--- src/rtl/ttm_pkg.sv ---
package ttm_pkg;

    localparam int ADDR_W   = 32;
    localparam int CMP_W    = 8;
    localparam int NUM_PAIR = 2;
    localparam int PAIR_SZ  = 2;
    localparam int NUM_REG  = NUM_PAIR * PAIR_SZ;
    localparam int SEL_W    = $clog2(NUM_REG);

    // Window register layout, bit 31 first.
    typedef struct packed {
        logic [CMP_W-1:0] base;      // 31:24
        logic [CMP_W-1:0] mask;      // 23:16
        logic             en;        // 15
        logic             ign_priv;  // 14
        logic             sup;       // 13
        logic [1:0]       rsv_a;     // 12:11
        logic [1:0]       user;      // 10:9
        logic             rsv_b;     // 8
        logic [1:0]       cache;     // 7:6
        logic [2:0]       rsv_c;     // 5:3
        logic             wp;        // 2
        logic [1:0]       rsv_d;     // 1:0
    } win_reg_t;

    typedef enum logic [1:0] {
        RES_MISS  = 2'b00,
        RES_OK    = 2'b01,
        RES_NO_WR = 2'b10
    } win_res_e;

    typedef struct packed {
        win_res_e   res;
        logic [1:0] cache;
        logic [1:0] user;
    } win_out_t;

    // Register file next-state bundle
    typedef struct packed {
        win_reg_t [NUM_REG-1:0] regs;
    } rf_state_t;

endpackage

--- src/rtl/ttm_regfile.sv ---
module ttm_regfile
    import ttm_pkg::*;
(
    input  logic                   clk,
    input  logic                   rst_n,
    input  logic                   cfg_we,
    input  logic [SEL_W-1:0]       cfg_sel,
    input  logic [31:0]            cfg_wdata,
    output win_reg_t [NUM_REG-1:0] regs_o
);

    rf_state_t st_d, st_q;

    always_comb begin
        st_d = st_q;
        for (int i = 0; i < NUM_REG; i++) begin
            if (cfg_we && (cfg_sel == SEL_W'(i))) begin
                st_d.regs[i] = win_reg_t'(cfg_wdata);
            end
        end
    end

    always_ff @(posedge clk or negedge rst_n) begin
        if (!rst_n) begin
            st_q <= '0;
        end else begin
            st_q <= st_d;
        end
    end

    assign regs_o = st_q.regs;

    // a write is visible in the selected slot after the next edge
    a_r10_write_lands: assert property (@(posedge clk) disable iff (!rst_n)
        cfg_we |=> (st_q.regs[$past(cfg_sel)] == win_reg_t'($past(cfg_wdata))));

    // first edge after reset release sees cleared registers
    a_r1_reset_clear: assert property (@(posedge clk) disable iff (!rst_n)
        $rose(rst_n) |-> (st_q == '0));

endmodule

--- src/rtl/ttm_window.sv ---
module ttm_window
    import ttm_pkg::*;
(
    input  win_reg_t         cfg,
    input  logic [CMP_W-1:0] addr_hi,
    input  logic             acc_super,
    output logic             hit,
    output logic             no_write
);

    logic [CMP_W-1:0] diff_d;
    logic             addr_ok_d;
    logic             priv_ok_d;

    always_comb begin
        diff_d    = (addr_hi ^ cfg.base) & ~cfg.mask;
        addr_ok_d = (diff_d == '0);
        priv_ok_d = cfg.ign_priv || (cfg.sup == acc_super);
        hit       = cfg.en && addr_ok_d && priv_ok_d;
        no_write  = hit && cfg.wp;
    end

endmodule

--- src/rtl/ttm_pair.sv ---
module ttm_pair
    import ttm_pkg::*;
(
    input  win_reg_t [PAIR_SZ-1:0] cfg,
    input  logic [CMP_W-1:0]       addr_hi,
    input  logic                   acc_super,
    output win_out_t               out_o,
    output logic [PAIR_SZ-1:0]     hit_o
);

    logic [PAIR_SZ-1:0] nw;

    for (genvar g = 0; g < PAIR_SZ; g++) begin : g_win
        ttm_window u_win (
            .cfg       (cfg[g]),
            .addr_hi   (addr_hi),
            .acc_super (acc_super),
            .hit       (hit_o[g]),
            .no_write  (nw[g])
        );
    end

    // Lowest index wins: scan from highest down so index 0 overrides.
    always_comb begin
        out_o = '{res: RES_MISS, cache: 2'b00, user: 2'b00};
        for (int i = PAIR_SZ - 1; i >= 0; i--) begin
            if (hit_o[i]) begin
                out_o.res   = nw[i] ? RES_NO_WR : RES_OK;
                out_o.cache = cfg[i].cache;
                out_o.user  = cfg[i].user;
            end
        end
    end

endmodule

--- src/rtl/xlate_window_match.sv ---
module xlate_window_match
    import ttm_pkg::*;
(
    input  logic              clk,
    input  logic              rst_n,
    input  logic              cfg_we,
    input  logic [SEL_W-1:0]  cfg_sel,
    input  logic [31:0]       cfg_wdata,
    input  logic [ADDR_W-1:0] acc_addr,
    input  logic              acc_super,
    input  logic              acc_data,
    output logic [1:0]        hit_result,
    output logic [1:0]        hit_cache,
    output logic [1:0]        hit_user
);

    localparam int PAIR_DATA = 0;
    localparam int PAIR_INST = 1;

    win_reg_t [NUM_REG-1:0]  regs;
    win_out_t [NUM_PAIR-1:0] pair_out;
    logic     [PAIR_SZ-1:0]  pair_hit [NUM_PAIR];
    logic     [CMP_W-1:0]    addr_hi;
    win_out_t                sel_d;

    assign addr_hi = acc_addr[ADDR_W-1 -: CMP_W];

    ttm_regfile u_rf (
        .clk       (clk),
        .rst_n     (rst_n),
        .cfg_we    (cfg_we),
        .cfg_sel   (cfg_sel),
        .cfg_wdata (cfg_wdata),
        .regs_o    (regs)
    );

    for (genvar p = 0; p < NUM_PAIR; p++) begin : g_pair
        ttm_pair u_pair (
            .cfg       (regs[p*PAIR_SZ +: PAIR_SZ]),
            .addr_hi   (addr_hi),
            .acc_super (acc_super),
            .out_o     (pair_out[p]),
            .hit_o     (pair_hit[p])
        );
    end

    always_comb begin
        sel_d = acc_data ? pair_out[PAIR_DATA] : pair_out[PAIR_INST];
    end

    assign hit_result = sel_d.res;
    assign hit_cache  = sel_d.cache;
    assign hit_user   = sel_d.user;

    // the unused code never appears
    a_r5_result_legal: assert property (@(posedge clk) disable iff (!rst_n)
        hit_result != 2'b11);

    // register 0 decides when it hits
    a_r6_reg0_priority: assert property (@(posedge clk) disable iff (!rst_n)
        (acc_data && pair_hit[PAIR_DATA][0]) |->
            (hit_result == (regs[0].wp ? 2'b10 : 2'b01)));

    // with both selected registers disabled the verdict is a miss
    a_r3_disabled_miss: assert property (@(posedge clk) disable iff (!rst_n)
        (!acc_data && !regs[2].en && !regs[3].en) |-> (hit_result == 2'b00));

    // attributes are quiet on a miss
    a_r9_attr_quiet: assert property (@(posedge clk) disable iff (!rst_n)
        (hit_result == 2'b00) |-> (hit_cache == 2'b00 && hit_user == 2'b00));

    // privilege mismatch on the only enabled data register gives a miss
    a_r4_priv_filter: assert property (@(posedge clk) disable iff (!rst_n)
        (acc_data && !regs[1].en && !regs[0].ign_priv && (regs[0].sup != acc_super))
            |-> (hit_result == 2'b00));

endmodule

--- config.mk ---
export PLATFORM = sky130hd
export DESIGN_NAME = xlate_window_match
export DESIGN_NICKNAME = d
export VERILOG_FILES = /design/src/rtl/ttm_pkg.sv /design/src/rtl/ttm_regfile.sv /design/src/rtl/ttm_window.sv /design/src/rtl/ttm_pair.sv /design/src/rtl/xlate_window_match.sv
export SDC_FILE = /design/constraint.sdc
export NUM_CORES = 1
export LEC_CHECK = 0
export ABC_AREA = 1
export ABC_CLOCK_PERIOD_IN_PS = 1300
export BUFFER_PORTS_ARGS = -buffer_cell sky130_fd_sc_hd__buf_2
export CAP_MARGIN = 20
export CORE_AREA = 2 2 94 96
export DETAILED_ROUTE_END_ITERATION = 16
export DIE_AREA = 0 0 96 98
export GPL_ROUTABILITY_DRIVEN = 0
export PLACE_DENSITY = 0.81
export SLEW_MARGIN = 30
export SYNTH_ARGS = -nofsm -noshare
export SYNTH_HDL_FRONTEND = slang
export SYNTH_SLANG_ARGS = --single-unit
--- constraint.sdc ---
create_clock -name clk -period 1.3 [get_ports clk]
set_input_delay 0.065 -clock clk [delete_from_list [all_inputs] [get_ports clk]]
set_output_delay 0.065 -clock clk [all_outputs]
set_load 0.02 [all_outputs]
==> results of run 1 <==
[per-stage QoR]
stage	setup TNS (ns)	instances	util	hold slack [ns]
floorplan	0	590	-	-0.231
global placement	-1.01	732	0.585	-0.0227
detailed placement	-1.34	732	0.585	-0.0212
CTS	-3.53	762	0.635	0.000136
global route	-4.24	763	0.641	0.0292
finish	-3.33	763	0.641	0.00712
[synth_stat cells]
cell type and number:
a21oi_1 8, buf_1 1, buf_2 10, buf_6 1
clkbuf_1 9, clkinv_1 1, dfrtp_1 96, inv_1 76
nand2_1 194, nand2_2 1, nand3_1 11, nand3_2 1
nand3_4 2, nand3b_1 12, nand4_1 3, nor2_1 43
nor2_2 2, nor2_4 2, o21ai_0 108, o21ai_1 1
o21bai_1 1, or2_0 7
[worst min-delay path, stage by stage]
cell and delay (ns):
buf_2 0.07, inv_1 0.06, o21ai_0 0.14
[metal layers]
| layer | share of wire | GRT usage |
|---|---|---|
| met4 | 0.016 | 0.104 |
| met5 | 0 | 0 |
| met3 | 0.033 | 0.0224 |
| met1 | 0.46 | 0.320 |
| met2 | 0.50 | 0.377 |
[final timing paths]
kind                               endpoint  cells past startpoint
max                             hit_user[0]                     10
min reg2reg                 u_rf.regs_o[81]                      2
min in group asynchronous  u_rf.regs_o[119]                      2
max reg2reg                 u_rf.regs_o[91]                      3
min                        u_rf.regs_o[126]                      3
max in group asynchronous   u_rf.regs_o[49]                      3
[area by class of cell]
class / count / area [sq um] / area share
flip-flops and latches: 96 / 2400 / 0.442
multi-input cells: 397 / 1850 / 0.341
repair buffers: 69 / 512 / 0.0942
inverters: 77 / 289 / 0.0532
well taps: 108 / 135 / 0.0249
clock buffers: 9 / 124 / 0.0228
clock inverters: 7 / 119 / 0.0219
[power by group]
group	switching [mW]	internal [mW]	total, mW
clock network	1.06	1.28	2.34
logic	0.849	0.568	1.42
registers	0.309	3.46	3.77
[logic make-up (layout without fill, tap and decap cells)]
logic type	count (synthesis)	in the layout	share of synthesized area
AO/OA/AOI/OAI	118	118	0.130
buffers and inverters	98	162	0.0849
flip-flops	96	96	0.526
AND/OR/NAND/NOR	278	279	0.259
[timing repair]
action	4_1_cts	5_1_grt
endpoints found under the hold margin	127	0
setup buffers	0	1
gates resized for setup	27	10
pin swaps	6	5
gates cloned	1	0
hold buffers	13	0
setup endpoints to repair	6	6
==> metrics.csv, run 1 <==
stage,metric,value,unit
final_layout,area_growth,18.9,%
final_layout,nets,721,
setup_path,cp-end-kind,output port,
synth,ys_ff_latch,96,
setup_path,crit_top_cell,nand2_1,
placement,place_area,4950,sq um
timing,period_minus_slack,1.87,ns
power,power.density,1390,nW/um^2
cts,h-tree-depth,3,
timing,hold_violations,0,
run_status,outcome,"complete, but fails checks",
final_layout,largest_reg_flops,96,
die,core_area,8470,sq um
timing,grt_setup_unrepaired,yes,
global_routing,grt_pass1_vias,3819,
die,die_x,96,um
timing,slew_headroom,0.684,
timing,fin_ws,-0.571,ns
drt,wl_per_cell,13.1,um
setup_path,crit_path_top_delay_cell,dfrtp_1,
drt,drc,0,
timing,fmax,0.535,GHz
setup_path,worstPathRequired,1.24,ns
setup_path,critPathMaxFanout,5,
final_layout,final_common_cell,nand2_1,
cts,cts.clk_slew.worst_paths,0.09,ns
setup_path,r2r_start,u_rf.regs_o[91],
drt,vias,3893,
synth,synth_area_leader_cell,dfrtp_1,
global_routing,grt_max_degree,49,
hold_path,min_from,cfg_wdata[30],
setup_path,path_cells,"inv_1, nand2_1, nand3b_1, nand2_2, nor2_4, nand3_2, o21ai_1, nand2_1, nand2_1, buf_2",
setup_path,path_buf_inv,2,
die,die_y,98,um
final_layout,fillers,706,
synth,syn_avg_cell_area,7.74,sq um
final_layout,postLayoutCellArea,5430,sq um
placement,port_buffers,44,
timing,skew,0,ns
global_routing,grt_use_total,0.234,
drt,drt_iter0_drc,199,
synth,yosys.area.top_type_share,0.526,
global_routing,globalRoute.totalOverflow,0,
synth,netlist_top_cells_area,"dfrtp_1 53%, nand2_1 16%, o21ai_0 12%",
final_layout,drive_gt1_frac,0.144,
timing,tightest_slew,0.475,ns
run_status,violations,setup timing,
global_routing,antenna_found_initial,0,
placement,pre_cts_ws,-0.236,ns
final_layout,final_cell_mix,"191 x nand2_1, 98 x o21ai_0, 96 x dfrtp_1",
setup_path,startpoint,u_rf.regs_o[26],
die,die_area,9410,sq um
die,start_util,0.539,
setup_path,startpoint_type,flip-flop,
synth,yosys_warnings,0,
global_routing,grt_pass1_wl,17300,um
timing,finalCritPeriodShare,1.44,
cts,cts_sinks,96,
timing,report.final.slew_viol_count,0,
flow_run,maxCapViolations,0,
power,ir_worst_vdd,0.820,mV
synth,syn_inst,590,
timing,finalSetupViolCount,6,
hold_path,min_path_type,primary input to flip-flop,
die,ios,77,
power,p_leak,2.81,nW
setup_path,path_class,flip-flop to output port,
synth,yosysSeqAreaShare,0.526,
setup_path,crit_family,simple AND/OR/NAND/NOR gates,
final_layout,num_antenna_cells,0,
synth,synth_cell_types,22,
cts,root_buffer,clkbuf_8,
power,power,7.53,mW
synth,netlist_area,4570,sq um
drt,viasPerCell,5.10,
placement,hpwlAfterDp,6690,um
setup_path,crit_arrival,1.81,ns
cts,clock_latency,0.37,ns
synth,synthesis.nets,661,
cts,clock_path_buffers,2,
setup_path,ff2ff_setup_slack,0.50,ns
drt,ant_nets,0,
die,placementRows,34,
cts,cts_tree,done,
cts,numCtsBuffers,9,
drt,wirelength,10000,um
setup_path,max_stage_delay,0.41,ns
drt,dr.pass1.iters,5,
(Power assumes the default switching activity.)
==> run 2, diff against run 1 <==
- TNS_END_PERCENT: unset -> 50
==> metrics.csv, run 2 (synthesis results as in run 1) <==
stage,metric,value,unit
run_status,outcome,"complete, but fails checks",
run_status,violations,setup timing,
timing,tightest_slew,0.472,ns
timing,fmax,0.510,GHz
die,core_area,8470,sq um
drt,drc,0,
hold_path,holdPathEnd,u_rf.regs_o[126],
cts,clock_path_buffers,2,
timing,report.final.slew_viol_count,0,
setup_path,crit_path_top_delay_cell,dfrtp_1,
power,p_leak,2.81,nW
flow_run,maxCapViolations,0,
setup_path,r2r_cells,3,
cts,cts_tree,done,
drt,dr.pass1.iters,5,
setup_path,worstPathRequired,1.24,ns
drt,viasPerCell,5.15,
setup_path,r2r_start,u_rf.regs_o[91],
hold_path,min_path_type,primary input to flip-flop,
placement,hpwlAfterDp,6690,um
placement,port_buffers,44,
setup_path,ff2ff_setup_slack,0.50,ns
die,ios,77,
timing,hold_violations,0,
setup_path,path_class,flip-flop to output port,
setup_path,r2r-end,u_rf.regs_o[91],
global_routing,grt_pass1_wl,17300,um
placement,pre_cts_ws,-0.236,ns
cts,h-tree-depth,3,
setup_path,max_stage_delay,0.41,ns
hold_path,min_from,cfg_wdata[30],
drt,wl_per_cell,13.1,um
global_routing,grt_pass1_vias,3802,
final_layout,nets,722,
global_routing,grt_use_total,0.234,
final_layout,postLayoutCellArea,5440,sq um
die,die_area,9410,sq um
cts,clock_latency,0.37,ns
timing,period_minus_slack,1.96,ns
cts,numCtsBuffers,9,
final_layout,final_common_cell,nand2_1,
setup_path,startpoint_type,flip-flop,
cts,cts_sinks,96,
final_layout,final_cell_mix,"192 x nand2_1, 98 x o21ai_0, 96 x dfrtp_1",
final_layout,drive_gt1_frac,0.148,
timing,skew,0,ns
setup_path,cp-end-kind,output port,
final_layout,num_antenna_cells,0,
die,die_x,96,um
drt,ant_nets,0,
setup_path,path_cells,"inv_1, nand2_1, nand3b_1, nand2_2, nor2_4, nand3_2, o21ai_1, nand2_1, nand2_1, buf_2",
power,ir_worst_vdd,0.823,mV
timing,grt_setup_unrepaired,yes,
drt,drt_iter0_drc,184,
final_layout,area_growth,19.0,%
cts,root_buffer,clkbuf_8,
die,start_util,0.539,
die,placementRows,34,
die,die_y,98,um
global_routing,antenna_found_initial,0,
power,power.density,1390,nW/um^2
setup_path,crit_arrival,1.89,ns
setup_path,startpoint,u_rf.regs_o[26],
timing,finalSetupViolCount,6,
timing,fin_ws,-0.660,ns
drt,vias,3931,
global_routing,globalRoute.totalOverflow,0,
timing,finalCritPeriodShare,1.51,
cts,cts.clk_slew.worst_paths,0.09,ns
timing,slew_headroom,0.685,
final_layout,largest_reg_flops,96,
setup_path,crit_top_cell,nand2_1,
setup_path,critPathMaxFanout,5,
hold_path,min_path_cells,3,
drt,wirelength,10000,um
global_routing,grt_max_degree,49,
placement,place_area,4950,sq um
==> run 2: cell count changes in the layout (fill, tap and decap cells not counted) <==
cell and delta:
buf_2 +1, buf_4 +1, buf_6 -1, nand2_1 +1, nand2_2 -1, nor2_1 -3, nor2_2 +3
==> run 2: area by class of cell <==
class	count	area, sq um
fill	703	3030
timing repair buffer	70	513
sequential	96	2400
inverter	77	289
clock buffer	9	124
clock inverter	7	119
tap	108	135
multi-input combinational	397	1850
==> run 2: worst max-delay path by stage <==
stage                   end  slack (ns)  cells past startpoint
6_report        hit_user[0]       -0.66                     10
5_1_grt         hit_user[0]       -0.78                     10
4_1_cts         hit_user[0]       -0.60                      9
3_5_place_dp    hit_user[1]       -0.24                     10
3_3_place_gp    hit_user[1]       -0.17                      9
2_1_floorplan  hit_cache[0]        0.01                      8
==> run 2: through the flow <==
step                std cells  setup TNS (ns)  total power, mW  hold slack [ns]  utilization
floorplan                 590               0             4.62           -0.231            -
global placement          732           -1.01             5.02          -0.0227        0.585
detailed placement        732           -1.34             5.11          -0.0212        0.585
CTS                       762           -3.55             7.53         0.000136        0.634
global route              764           -4.31             7.97           0.0292        0.642
finish                    764           -3.59             7.53          0.00647        0.642
==> run 2: timing repair <==
| action | in CTS | in global routing |
|---|---|---|
| hold buffers | 13 | 0 |
| resized for setup | 24 | 13 |
| pin swaps | 4 | 7 |
| setup buffers | 0 | 2 |
| endpoints found under the setup margin | 6 | 6 |
| cloned | 1 | 0 |
| endpoints found under the hold margin | 127 | 0 |
==> run 2: where the power goes <==
| part | switching [mW] | total (mW) | internal (mW) |
|---|---|---|---|
| Sequential | 0.311 | 3.77 | 3.46 |
| Clock | 1.06 | 2.34 | 1.28 |
| Combinational | 0.848 | 1.42 | 0.572 |
| Total | 2.22 | 7.53 | 5.31 |
==> run 2: critical path: cells and delay by family, from the launching register on <==
kind                   cells  cell delay [ns]
AOI/OAI and AO/OA          1             0.13
DFF                        1             0.41
and+or+nand+nor            7             0.78
buffers and inverters      2             0.21
==> run 2: routing by layer <==
metal,part of all wire,wire [um],GRT usage,vias up
li1,-,-,-,1959
met1,0.46,4590,0.320,1861
met2,0.49,4880,0.376,95
met3,0.032,324,0.0224,16
met4,0.023,233,0.104,0
met5,0,0,0,-
==> run 3, diff against run 2 <==
- CORE_AREA: 2 2 94 96 -> 2 2 83 105
- CTS_BUF_LIST: unset -> sky130_fd_sc_hd__clkbuf_4
- DIE_AREA: 0 0 96 98 -> 0 0 85 107
- PLACE_DENSITY: 0.81 -> 0.83
==> metrics.csv, run 3 (synthesis results as in run 1) <==
stage,metric,value,unit
final_layout,post-route-util,0.663,
setup_path,crit_arrival,1.95,ns
global_routing,grt_max_degree,49,
timing,tightest_slew,0.455,ns
power,power.density,1220,nW/um^2
power,ir_worst_vdd,0.654,mV
timing,period_minus_slack,2.02,ns
final_layout,num_antenna_cells,0,
die,die_y,107,um
cts,cts_tree,done,
cts,clock_latency,0.46,ns
global_routing,globalRoute.totalOverflow,0,
global_routing,grt_pass1_wl,17400,um
placement,pre_cts_ws,-0.277,ns
run_status,outcome,"complete, but fails checks",
final_layout,largest_reg_flops,96,
power,power,6.57,mW
die,placementRows,37,
drt,viasPerCell,5.16,
die,die_area,9100,sq um
run_status,violations,setup timing,
placement,port_buffers,44,
drt,wirelength,10200,um
cts,numCtsBuffers,9,
timing,whs,0.0575,ns
final_layout,fillers,670,
die,die_x,85,um
timing,report.final.slew_viol_count,0,
setup_path,startpoint_type,flip-flop,
final_layout,multi_input_comb_area,1840,sq um
global_routing,grt_pass1_vias,3861,
setup_path,cp-end-kind,output port,
timing,finalCritPeriodShare,1.55,
timing,finalSetupTns,-4.15,ns
final_layout,seqCellArea,2400,sq um
timing,grt_setup_unrepaired,yes,
die,ios,77,
final_layout,nets,734,
final_layout,final_cell_mix,"193 x nand2_1, 99 x o21ai_0, 96 x dfrtp_1",
drt,drc,0,
cts,root_buffer,clkbuf_4,
cts,clock_path_buffers,2,
cts,cts_sinks,96,
timing,hold_violations,0,
global_routing,grt_use_total,0.241,
timing,fmax,0.496,GHz
cts,h-tree-depth,3,
setup_path,r2r_start,u_rf.regs_o[56],
drt,drt_iter0_drc,312,
setup_path,startpoint,u_rf.regs_o[13],
final_layout,final_common_cell,nand2_1,
final_layout,area_growth,17.7,%
power,p_leak,2.80,nW
cts,cts.clk_slew.worst_paths,0.14,ns
drt,ant_nets,0,
timing,skew,0,ns
flow_run,maxCapViolations,0,
timing,fin_ws,-0.715,ns
die,core_area,8100,sq um
setup_path,worstPathRequired,1.24,ns
drt,dr.pass1.iters,5,
placement,hpwlAfterDp,6840,um
final_layout,drive_gt1_frac,0.136,
global_routing,antenna_found_initial,0,
drt,wl_per_cell,13.4,um
die,start_util,0.564,
timing,finalSetupViolCount,6,
timing,slew_headroom,0.697,
setup_path,critPathMaxFanout,5,
drt,vias,3944,
setup_path,r2r_cells,3,
hold_path,min_path_type,primary input to async pin,
setup_path,path_class,flip-flop to output port,
[run 3: cell types whose count changed in the layout (fill, tap and decap cells not counted), sizes merged]
cell,change
dlygate4sd3,+12
bufinv,-3
clkinv,+3
clkbuf,+2
clkinvlp,-1
inv,-1
[run 3: cell type report]
type	instances	share of cell area
timing repair buffer	82	0.115
sequential	96	0.447
clock inverter	5	0.00442
tap	97	0.0226
inverter	77	0.0538
multi-input combinational	397	0.342
clock buffer	11	0.0154
[run 3: metal layers]
| metal | track usage | vias up | wire length, um |
|---|---|---|---|
| met2 | 0.401 | 95 | 5160 |
| li1 | - | 1984 | - |
| met3 | 0.0385 | 14 | 414 |
| met1 | 0.315 | 1851 | 4490 |
| met5 | 0 | - | 0 |
| met4 | 0.0964 | 0 | 170 |
[run 3: timing repair]
item | CTS | global route
hold buffers | 25 | 0
gates resized for setup | 20 | 7
cloned | 0 | 1
buffers inserted | 0 | 1
endpoints found under the hold margin | 192 | 0
endpoints found under the setup margin | 6 | 6
pin swaps | 4 | 2
[run 3: critical path, stage by stage, from the launching register on]
cell and delay, ns:
dfrtp_1 0.41, or2_0 0.20, nand2_1 0.06, nand2_1 0.10, nor2_4 0.16, nand3_4 0.11
nor2_1 0.10, nor2_1 0.05, nand2_1 0.07, nand2_1 0.07, buf_4 0.16
[run 3: path summary, 6_finish.rpt]
kind,endpoint,slack (ns)
worst max-delay path,hit_user[0],-0.72
worst min-delay path,u_rf.regs_o[13],0.06
worst max register to register,u_rf.regs_o[56],0.51
worst min register to register,u_rf.regs_o[15],0.50
max in group asynchronous,u_rf.regs_o[83],0.68
min in group clk,u_rf.regs_o[111],0.19
[run 3: power breakdown]
group | total (mW) | internal (mW) | switching, mW
Combinational | 1.45 | 0.591 | 0.855
Clock | 1.36 | 0.416 | 0.947
Sequential | 3.76 | 3.46 | 0.304
[run 3: stage by stage]
| stage | area [sq um] | cells |
|---|---|---|
| floorplan | 4570 | 590 |
| global placement | 4940 | 722 |
| detailed placement | 4940 | 722 |
| CTS | 5330 | 763 |
| global route | 5370 | 765 |
| finish | 5370 | 765 |
